### src/rtl/tlp_pkg.sv
package tlp_pkg;
  localparam int unsigned TLP_WORD_W = 24;
  localparam int unsigned TLP_SEL_W  = 2;
  localparam int unsigned TLP_SYNC_STAGES = 2;
endpackage

### src/rtl/tlp_sync.sv
module tlp_sync #(
  parameter int unsigned W      = 1,
  parameter int unsigned STAGES = 2
) (
  input  logic         clk,
  input  logic         rst_n,
  input  logic [W-1:0] d_i,
  output logic [W-1:0] q_o
);
  logic [W-1:0] stage_q [STAGES];

  genvar s;
  generate
    for (s = 0; s < STAGES; s++) begin : g_stage
      always_ff @(posedge clk or negedge rst_n) begin
        if (!rst_n) stage_q[s] <= '0;
        else if (s == 0) stage_q[s] <= d_i;
        else stage_q[s] <= stage_q[(s == 0) ? 0 : s-1];
      end
    end
  endgenerate

  assign q_o = stage_q[STAGES-1];
endmodule

### src/rtl/tlp_rise_det.sv
module tlp_rise_det (
  input  logic clk,
  input  logic rst_n,
  input  logic level_i,
  output logic rise_o
);
  logic prev_q;

  always_ff @(posedge clk or negedge rst_n) begin
    if (!rst_n) prev_q <= 1'b0;
    else prev_q <= level_i;
  end

  assign rise_o = level_i & ~prev_q;

  AST_PULSE_SINGLE: assert property (@(posedge clk) disable iff (!rst_n)
    rise_o |=> !rise_o);
endmodule

### src/rtl/tlp_shifter.sv
module tlp_shifter #(
  parameter int unsigned WORD_W = 24
) (
  input  logic              clk,
  input  logic              rst_n,
  input  logic              shift_i,
  input  logic              bit_i,
  output logic [WORD_W-1:0] word_o
);
  logic [WORD_W-1:0] word_q;

  always_ff @(posedge clk or negedge rst_n) begin
    if (!rst_n) word_q <= '0;
    else if (shift_i) word_q <= {word_q[WORD_W-2:0], bit_i};
  end

  assign word_o = word_q;

  AST_SHIFT_ONE_BIT: assert property (@(posedge clk) disable iff (!rst_n)
    shift_i |=> (word_o[WORD_W-1:1] == $past(word_o[WORD_W-2:0])) && (word_o[0] == $past(bit_i)));
  AST_SHIFT_IDLE: assert property (@(posedge clk) disable iff (!rst_n)
    !shift_i |=> $stable(word_o));
endmodule

### src/rtl/tlp_regbank.sv
module tlp_regbank #(
  parameter int unsigned WORD_W = 24,
  parameter int unsigned SEL_W  = 2,
  localparam int unsigned NREG  = 1 << SEL_W
) (
  input  logic                   clk,
  input  logic                   rst_n,
  input  logic                   load_i,
  input  logic [WORD_W-1:0]      word_i,
  output logic [NREG*WORD_W-1:0] regs_o
);
  logic [NREG-1:0]   wr_vec;
  logic [WORD_W-1:0] bank_q [NREG];

  genvar k;
  generate
    for (k = 0; k < NREG; k++) begin : g_reg
      assign wr_vec[k] = load_i && (word_i[SEL_W-1:0] == SEL_W'(k));

      always_ff @(posedge clk or negedge rst_n) begin
        if (!rst_n) bank_q[k] <= '0;
        else if (wr_vec[k]) bank_q[k] <= word_i;
      end

      assign regs_o[k*WORD_W +: WORD_W] = bank_q[k];

      AST_WRITE_TAKES_WORD: assert property (@(posedge clk) disable iff (!rst_n)
        wr_vec[k] |=> regs_o[k*WORD_W +: WORD_W] == $past(word_i));
      AST_OTHERS_HOLD: assert property (@(posedge clk) disable iff (!rst_n)
        !wr_vec[k] |=> $stable(regs_o[k*WORD_W +: WORD_W]));
    end
  endgenerate

  AST_ONE_TARGET: assert property (@(posedge clk) disable iff (!rst_n)
    $onehot0(wr_vec));
  AST_LOAD_HAS_TARGET: assert property (@(posedge clk) disable iff (!rst_n)
    load_i |-> $countones(wr_vec) == 1);
endmodule

### src/rtl/triwire_load_port.sv
module triwire_load_port #(
  parameter int unsigned WORD_W = tlp_pkg::TLP_WORD_W,
  parameter int unsigned SEL_W  = tlp_pkg::TLP_SEL_W,
  parameter int unsigned STAGES = tlp_pkg::TLP_SYNC_STAGES,
  localparam int unsigned NREG  = 1 << SEL_W
) (
  input  logic                   clk,
  input  logic                   rst_n,
  input  logic                   sclk_i,
  input  logic                   sdata_i,
  input  logic                   sload_i,
  output logic [NREG*WORD_W-1:0] regs_o
);
  logic [2:0]        pins_s;
  logic              sclk_rise;
  logic              load_stb;
  logic [WORD_W-1:0] shift_word;

  tlp_sync #(.W(3), .STAGES(STAGES)) u_sync (
    .clk   (clk),
    .rst_n (rst_n),
    .d_i   ({sload_i, sdata_i, sclk_i}),
    .q_o   (pins_s)
  );

  tlp_rise_det u_sclk_edge (
    .clk     (clk),
    .rst_n   (rst_n),
    .level_i (pins_s[0]),
    .rise_o  (sclk_rise)
  );

  tlp_rise_det u_load_edge (
    .clk     (clk),
    .rst_n   (rst_n),
    .level_i (pins_s[2]),
    .rise_o  (load_stb)
  );

  tlp_shifter #(.WORD_W(WORD_W)) u_shift (
    .clk     (clk),
    .rst_n   (rst_n),
    .shift_i (sclk_rise),
    .bit_i   (pins_s[1]),
    .word_o  (shift_word)
  );

  tlp_regbank #(.WORD_W(WORD_W), .SEL_W(SEL_W)) u_bank (
    .clk    (clk),
    .rst_n  (rst_n),
    .load_i (load_stb),
    .word_i (shift_word),
    .regs_o (regs_o)
  );

  AST_LOAD_NEEDS_HIGH: assert property (@(posedge clk) disable iff (!rst_n)
    load_stb |-> pins_s[2]);
endmodule

### config.mk
export PLATFORM = sky130hd
export DESIGN_NAME = triwire_load_port
export DESIGN_NICKNAME = d
export VERILOG_FILES = /design/src/rtl/tlp_pkg.sv /design/src/rtl/tlp_sync.sv /design/src/rtl/tlp_rise_det.sv /design/src/rtl/tlp_shifter.sv /design/src/rtl/tlp_regbank.sv /design/src/rtl/triwire_load_port.sv
export SDC_FILE = /design/constraint.sdc
export NUM_CORES = 1
export LEC_CHECK = 0
export CAP_MARGIN = 20
export CELL_PAD_IN_SITES_DETAIL_PLACEMENT = 1
export CELL_PAD_IN_SITES_GLOBAL_PLACEMENT = 1
export CORE_MARGIN = 2
export CORE_UTILIZATION = 42
export CTS_CLUSTER_DIAMETER = 200
export DETAILED_ROUTE_END_ITERATION = 8
export PLACE_DENSITY = 0.83
export SLEW_MARGIN = 30
export SYNTH_ARGS = -nofsm -noshare
export SYNTH_HDL_FRONTEND = slang
export SYNTH_HIERARCHICAL = 1
export SYNTH_SLANG_ARGS = --single-unit
### constraint.sdc
create_clock -name clk -period 2.2 [get_ports clk]
set_input_delay 0.44 -clock clk [delete_from_list [all_inputs] [get_ports clk]]
set_output_delay 0.44 -clock clk [all_outputs]
set_load 0.02 [all_outputs]
==> results by group, run 1 <==
Power and ir drop
  – Peak supply drop: 0.000702 V
  – Overall power of the completed layout: 0.00837 W
  – Total power per unit cell area: 1270 nW/um^2
  – LEAKAGE: 3.06 nW

Worst setup path
  – Endpoint class of the critical path: primary output
  – Count of buffering cells on the critical path with inverters included: 1
  – Gate family responsible for the most delay along the worst path: buffers and inverters
  – Endpoint arrival time on the critical path: 1410 ps
  – Cells traversed along the worst timing path: clkdlybuf4s50_1
  – Launch point of the worst reg-to-reg path: u_shift/word_o[0]
  – Max stage delay cell, worst path: clkdlybuf4s50_1
  – Largest stage delay on the critical path: 640 ps
  – Worst Path Class, Setup: reg2out
  – Critical path launch point: u_bank/regs_o[47]
  – Required arrival time at the worst endpoint: 1760 ps
  – Kind of start point of the critical path: flop
  – Critical-path maximum fanout: 2

Layout
  – Number of nets in the layout: 387
  – Number of diodes added for antenna fixing: 0
  – Post-route insts no fill: 538
  – Proportion of layout cells with a drive suffix above 1: 40.0%
  – Post-Layout Inst Area: 6570 sq um
  – Most common cell after layout, fill and taps aside: dfrtp_1
  – Synth-to-Final Area Change: 36.7%
  – Highest-count cells in the layout ignoring fill and taps: dfrtp_1, clkdlybuf4s50_1, mux2_2

Flow run
  – Number of max-cap violations: 0

Synthesis
  – Seq cells post-synth: 128
  – Post-Synthesis Cells: 268
  – Number of distinct standard cells referenced by the synthesized netlist: 15
  – Simple-Gate Fraction of Synth Area: 2.68%
  – Main combinational cell family by area after synthesis: multiplexers
  – Mux share of post-synthesis cell area: 27.8%
  – Xor/xnor cell area share of the yosys netlist: 0%
  – Synthesized-area fraction occupied by ao, oa, aoi and oai cells: 0%
  – Post-synthesis sequential area ratio: 66.6%
  – Number of synthesis warnings: 6
  – Mapped Area: 4810 sq um
  – Share of synthesized cell area in full adder, half adder and majority cells: 0%
  – Post-synthesis net count: 273
  – Mean area per synthesized cell: 17.9 sq um

Worst hold path
  – Startpoint of the tightest hold check path: u_sync/stage_q[4]
  – Path class of the lowest-slack min-delay path: reg2reg

GRT
  – Antenna violations before repair: 0
  – Total gr overflow: 0
  – First-pass GRT wire length: 17.4 mm
  – Pin count of the biggest net entering global routing: 65
  – Total track usage: 18.6%
  – Vias in the first global route: 3063

Drt
  – Routed wire length: 10.7 mm
  – Iteration-0 DRC Markers: 101
  – Post-DR wirelength/cell: 19.9 um
  – DRT Pass-1 Iters: 4
  – Via count: 2675
  – DR DRC count: 0
  – ANT nets after route: 0
  – Via-per-instance ratio: 4.97

Floorplan
  – Die W: 111 um
  – CORE AREA: 11300 sq um
  – Top-level I/O count: 101
  – Total die area: 12300 sq um
  – Initial core utilization: 42.7%
  – Cell row count: 39
  – Vert. Die Dim: 111 um

Placed design
  – Final weighted congestion of routability-driven global placement: 0.698
  – Count of input and output buffers: 100
  – Instance area after placement: 5970 sq um
  – Cell total after placement: 505
  – DP HPWL: 6.74 mm

Clock network
  – Number of buffers on the longest clock path: 2
  – Number of buffers inserted during clock tree synthesis: 17
  – Clk Latency, worst-skew pair: 410 ps
  – Clock H-tree levels: 4
  – Setup bufs post-CTS: 0
  – Clk slew on worst S/H paths: 60 ps
  – TritonCTS clock tree: yes
  – Total clock sinks: 128
  – CTS Root Buffer Type: clkbuf_16

Timing
  – Final Hold Viols: 0
  – Slew @ Worst Pin: 503 ps
  – Relative max-transition margin: 66.4%
  – Number of slew-limit violations in the final report: 0
  – Portion of the clock cycle consumed by the worst path in the final layout: 84.2%
  – Endpoints failing setup: 0
  – Unrepaired setup endpoints after global routing: no
  – Total Negative Setup Slacks: 0 ps
  – Minimum clock period after layout: 1850 ps
  – Max Clock Skew: 11.9 ps
  – Maximum clock frequency: 540 MHz

Outcome
  – Outcome: complete, no violations
-- Yosys cell counts --
| library cell | number | area (sq um) |
|---|---|---|
| nand3_2 | 1 | 10.0 |
| nand2b_1 | 4 | 25.0 |
| buf_2 | 2 | 10.0 |
| mux2_1 | 1 | 11.3 |
| buf_6 | 4 | 45.0 |
| buf_12 | 2 | 40.0 |
| nor2b_1 | 2 | 12.5 |
| and2_1 | 2 | 12.5 |
| nor3b_4 | 1 | 18.8 |
| mux2_4 | 20 | 300 |
| nand3b_2 | 2 | 22.5 |
| nor2b_4 | 2 | 27.5 |
| buf_4 | 6 | 45.0 |
| dfrtp_1 | 128 | 3200 |
| mux2_2 | 91 | 1020 |
-- through the flow --
stage	worst slack, ps	util [%]	hold WS (ps)
finish	349	58.3	348
global placement	665	52.9	271
floorplan	671	-	144
CTS	316	58.3	349
global route	301	58.3	355
detailed placement	586	52.9	271
-- state kept, by name, indices dropped and copies added (netlist names) --
name,count
u_load_edge/prev_q,1
u_sync/q_o,3
u_sclk_edge/prev_q,1
u_shift/word_o,24
u_sync/stage_q,3
u_bank/regs_o,96
-- kinds of logic after synthesis --
| group | count (synthesis) |
|---|---|
| buffers and inverters | 14 |
| DFF | 128 |
| muxes | 112 |
| and+or+nand+nor | 14 |
-- final timing paths --
| check | to | slack, ps | cells past startpoint |
|---|---|---|---|
| max in group asynchronous | u_bank/regs_o[83] | 1260 | 3 |
| worst min-delay path | u_sync/q_o[1] | 350 | 0 |
| min in group asynchronous | u_sync/stage_q[3] | 390 | 2 |
| worst max-delay path | regs_o[47] | 350 | 1 |
| worst max register to register | u_bank/regs_o[65] | 560 | 3 |
| worst min register to register | u_sync/q_o[1] | 350 | 0 |
-- report_power, final --
| part | internal (W) | leakage, nW | switching, W |
|---|---|---|---|
| registers | 0.00291 | 1.67 | 0.000487 |
| logic | 0.00124 | 1.11 | 0.000965 |
| clock network | 0.00171 | 0.276 | 0.00106 |
| total | 0.00586 | 3.06 | 0.00251 |
-- layout make-up --
cell class / instances / area (sq um)
Fill cell: 1044 / 4700
Clock inverter: 14 / 155
Clock buffer: 18 / 439
Multi-Input combinational cell: 126 / 1470
Tap cell: 143 / 179
Timing Repair Buffer: 109 / 1130
Sequential cell: 128 / 3200
-- repair_timing --
action,CTS,global route
hold buffers,1,0
endpoints found under the hold margin,5,0
gates resized for setup,0,0
-- routing by layer --
layer,up-vias,track usage (%),share of wire (%)
li1,1171,-,-
met1,1420,23.2,42
met2,70,31.4,53
met3,14,4.32,3.9
met4,0,7.42,1.8
met5,-,0,0
Note: power is estimated with default switching activity, not from simulation.
==> inputs of run 2 (changes only) <==
--- a/config.mk
+++ b/config.mk
@@ -9,10 +9,10 @@
 export CELL_PAD_IN_SITES_DETAIL_PLACEMENT = 1
 export CELL_PAD_IN_SITES_GLOBAL_PLACEMENT = 1
 export CORE_MARGIN = 2
-export CORE_UTILIZATION = 42
+export CORE_UTILIZATION = 38
 export CTS_CLUSTER_DIAMETER = 200
 export DETAILED_ROUTE_END_ITERATION = 8
-export PLACE_DENSITY = 0.83
+export PLACE_DENSITY = 0.79
 export SLEW_MARGIN = 30
 export SYNTH_ARGS = -nofsm -noshare
 export SYNTH_HDL_FRONTEND = slang
==> constraint.sdc (replaced) <==
create_clock -name clk -period 1.6 [get_ports clk]
set_input_delay 0.32 -clock clk [delete_from_list [all_inputs] [get_ports clk]]
set_output_delay 0.32 -clock clk [all_outputs]
set_load 0.02 [all_outputs]
==> run 2 against run 1 <==
Net effect: clock-buffer cell count increased by 7; global-route usage decreased by 1.6 points; first-iteration DRC count decreased by 11%; non-clock buffer count increased by 4; sequential cell count unchanged; sequential power increased by 36%; critical path depth increased by 3; via count decreased by 0.60%.
==> results by group, run 2 (same netlist as run 1, synthesis figures left out) <==
Outcome
  – Outcome: complete, no violations

Layout
  – Highest-count cells in the layout ignoring fill and taps: dfrtp_1, dlygate4sd2_1, mux2_2
  – Number of flip-flops under the largest register name: 96
  – Post-route insts no fill: 569
  – Number of diodes added for antenna fixing: 0
  – Number of nets in the layout: 391
  – Synth-to-Final Area Change: 36.0%
  – Most common cell after layout, fill and taps aside: dfrtp_1
  – Proportion of layout cells with a drive suffix above 1: 40.1%

Flow run
  – Number of max-cap violations: 0

Timing
  – Portion of the clock cycle consumed by the worst path in the final layout: 92.7%
  – Final Hold Viols: 0
  – Minimum clock period after layout: 1480 ps
  – Number of slew-limit violations in the final report: 0
  – Relative max-transition margin: 67.7%
  – Total Negative Setup Slacks: 0 ps
  – Maximum clock frequency: 674 MHz
  – Unrepaired setup endpoints after global routing: no
  – Max Clock Skew: 8.10 ps
  – Slew @ Worst Pin: 485 ps
  – Endpoints failing setup: 0

Worst setup path
  – Required arrival time at the worst endpoint: 1890 ps
  – Critical path launch point: u_load_edge/prev_q
  – Endpoint arrival time on the critical path: 1770 ps
  – Setup slack of the worst register-to-register path: 120 ps
  – Worst Path Class, Setup: reg2reg
  – Endpoint class of the critical path: flop
  – Logic depth of the worst path, buffers included: 4
  – Critical-path maximum fanout: 9
  – Cells traversed along the worst timing path: nor2b_4 -> nor3b_4 -> buf_4 -> mux2_2
  – Cells on worst reg2reg path: 4
  – Max stage delay cell, worst path: dfrtp_1
  – Largest stage delay on the critical path: 390 ps
  – Gate family responsible for the most delay along the worst path: simple AND/OR/NAND/NOR gates
  – Count of buffering cells on the critical path with inverters included: 1
  – Kind of start point of the critical path: flop
  – Launch point of the worst reg-to-reg path: u_load_edge/prev_q

Floorplan
  – Initial core utilization: 38.6%
  – Total die area: 13600 sq um
  – CORE AREA: 12500 sq um
  – Top-level I/O count: 101
  – Vert. Die Dim: 116 um
  – Cell row count: 41
  – Die W: 116 um

Drt
  – ANT nets after route: 0
  – Iteration-0 DRC Markers: 90
  – Routed wire length: 10.5 mm
  – Via count: 2659
  – DR DRC count: 0
  – Via-per-instance ratio: 4.67
  – DRT Pass-1 Iters: 4
  – Post-DR wirelength/cell: 18.5 um

Clock network
  – Number of buffers on the longest clock path: 2
  – CTS Root Buffer Type: clkbuf_16
  – Number of buffers inserted during clock tree synthesis: 17
  – Total clock sinks: 128
  – Clk slew on worst S/H paths: 50 ps
  – TritonCTS clock tree: yes
  – Clk Latency, worst-skew pair: 410 ps
  – Clock H-tree levels: 4
  – Setup bufs post-CTS: 0

Placed design
  – DP HPWL: 7.10 mm
  – Count of input and output buffers: 100
  – Final weighted congestion of routability-driven global placement: 0.664
  – Cell total after placement: 538

GRT
  – First-pass GRT wire length: 16.7 mm
  – Total gr overflow: 0
  – Antenna violations before repair: 0
  – Pin count of the biggest net entering global routing: 53
  – Vias in the first global route: 2954
  – Total track usage: 17.0%

Power and ir drop
  – Overall power of the completed layout: 0.0111 W
  – Peak supply drop: 0.000773 V
  – Total power per unit cell area: 1700 nW/um^2
  – LEAKAGE: 3.47 nW

Worst hold path
  – Startpoint of the tightest hold check path: sclk_i
  – Path class of the lowest-slack min-delay path: in2reg
  – Number of cells traversed by the worst hold path: 1
run 2: cell types whose count changed in the layout (fill, tap and decap cells not counted), sizes merged:
cell	delta
dlygate4sd2	+96
clkbuf	+7
buf	+4
clkdlybuf4s50	-96
clkinvlp	-5
inv	-4
run 2: per-layer routing:
metal  up-vias  global-route usage (%)  share of wire [%]
li1       1176                       -                  -
met4         0                    6.67                1.3
met5         -                       0                  0
met3        11                    5.29                4.5
met1      1403                    21.2                 43
met2        69                    27.9                 52
run 2: cell type report:
type	instances	area (sq um)
Clock buffer	25	526
Clock inverter	5	75.1
Fill cell	1220	5930
Multi-Input combinational cell	126	1470
Sequential cell	128	3200
Tap cell	172	215
Timing Repair Buffer	113	1050
run 2: power breakdown:
part,internal [W],switching [W]
clock,0.00256,0.00129
sequential,0.00400,0.000617
combinational,0.00130,0.00133
total,0.00786,0.00324
run 2: what timing repair did:
| action | CTS | global route |
|---|---|---|
| endpoints found under the setup margin | 96 | 0 |
| resized for setup | 96 | 0 |
| hold buffers | 1 | 0 |
| hold endpoints to repair | 32 | 0 |
run 2: worst paths after layout:
check                                         end
worst max-delay path            u_bank/regs_o[19]
worst min-delay path            u_sync/stage_q[3]
worst max register to register  u_bank/regs_o[19]
worst min register to register      u_sync/q_o[0]
max in group asynchronous       u_bank/regs_o[24]
min in group asynchronous       u_bank/regs_o[75]
run 2: through the flow:
step	util (%)	setup slack, ps	cell area [sq um]	hold slack [ps]
CTS	52.4	99.8	6540	335
global route	52.4	51.4	6540	356
floorplan	-	70.7	4810	24.4
finish	52.4	117	6540	353
global placement	48.5	147	6050	301
detailed placement	48.5	104	6050	314
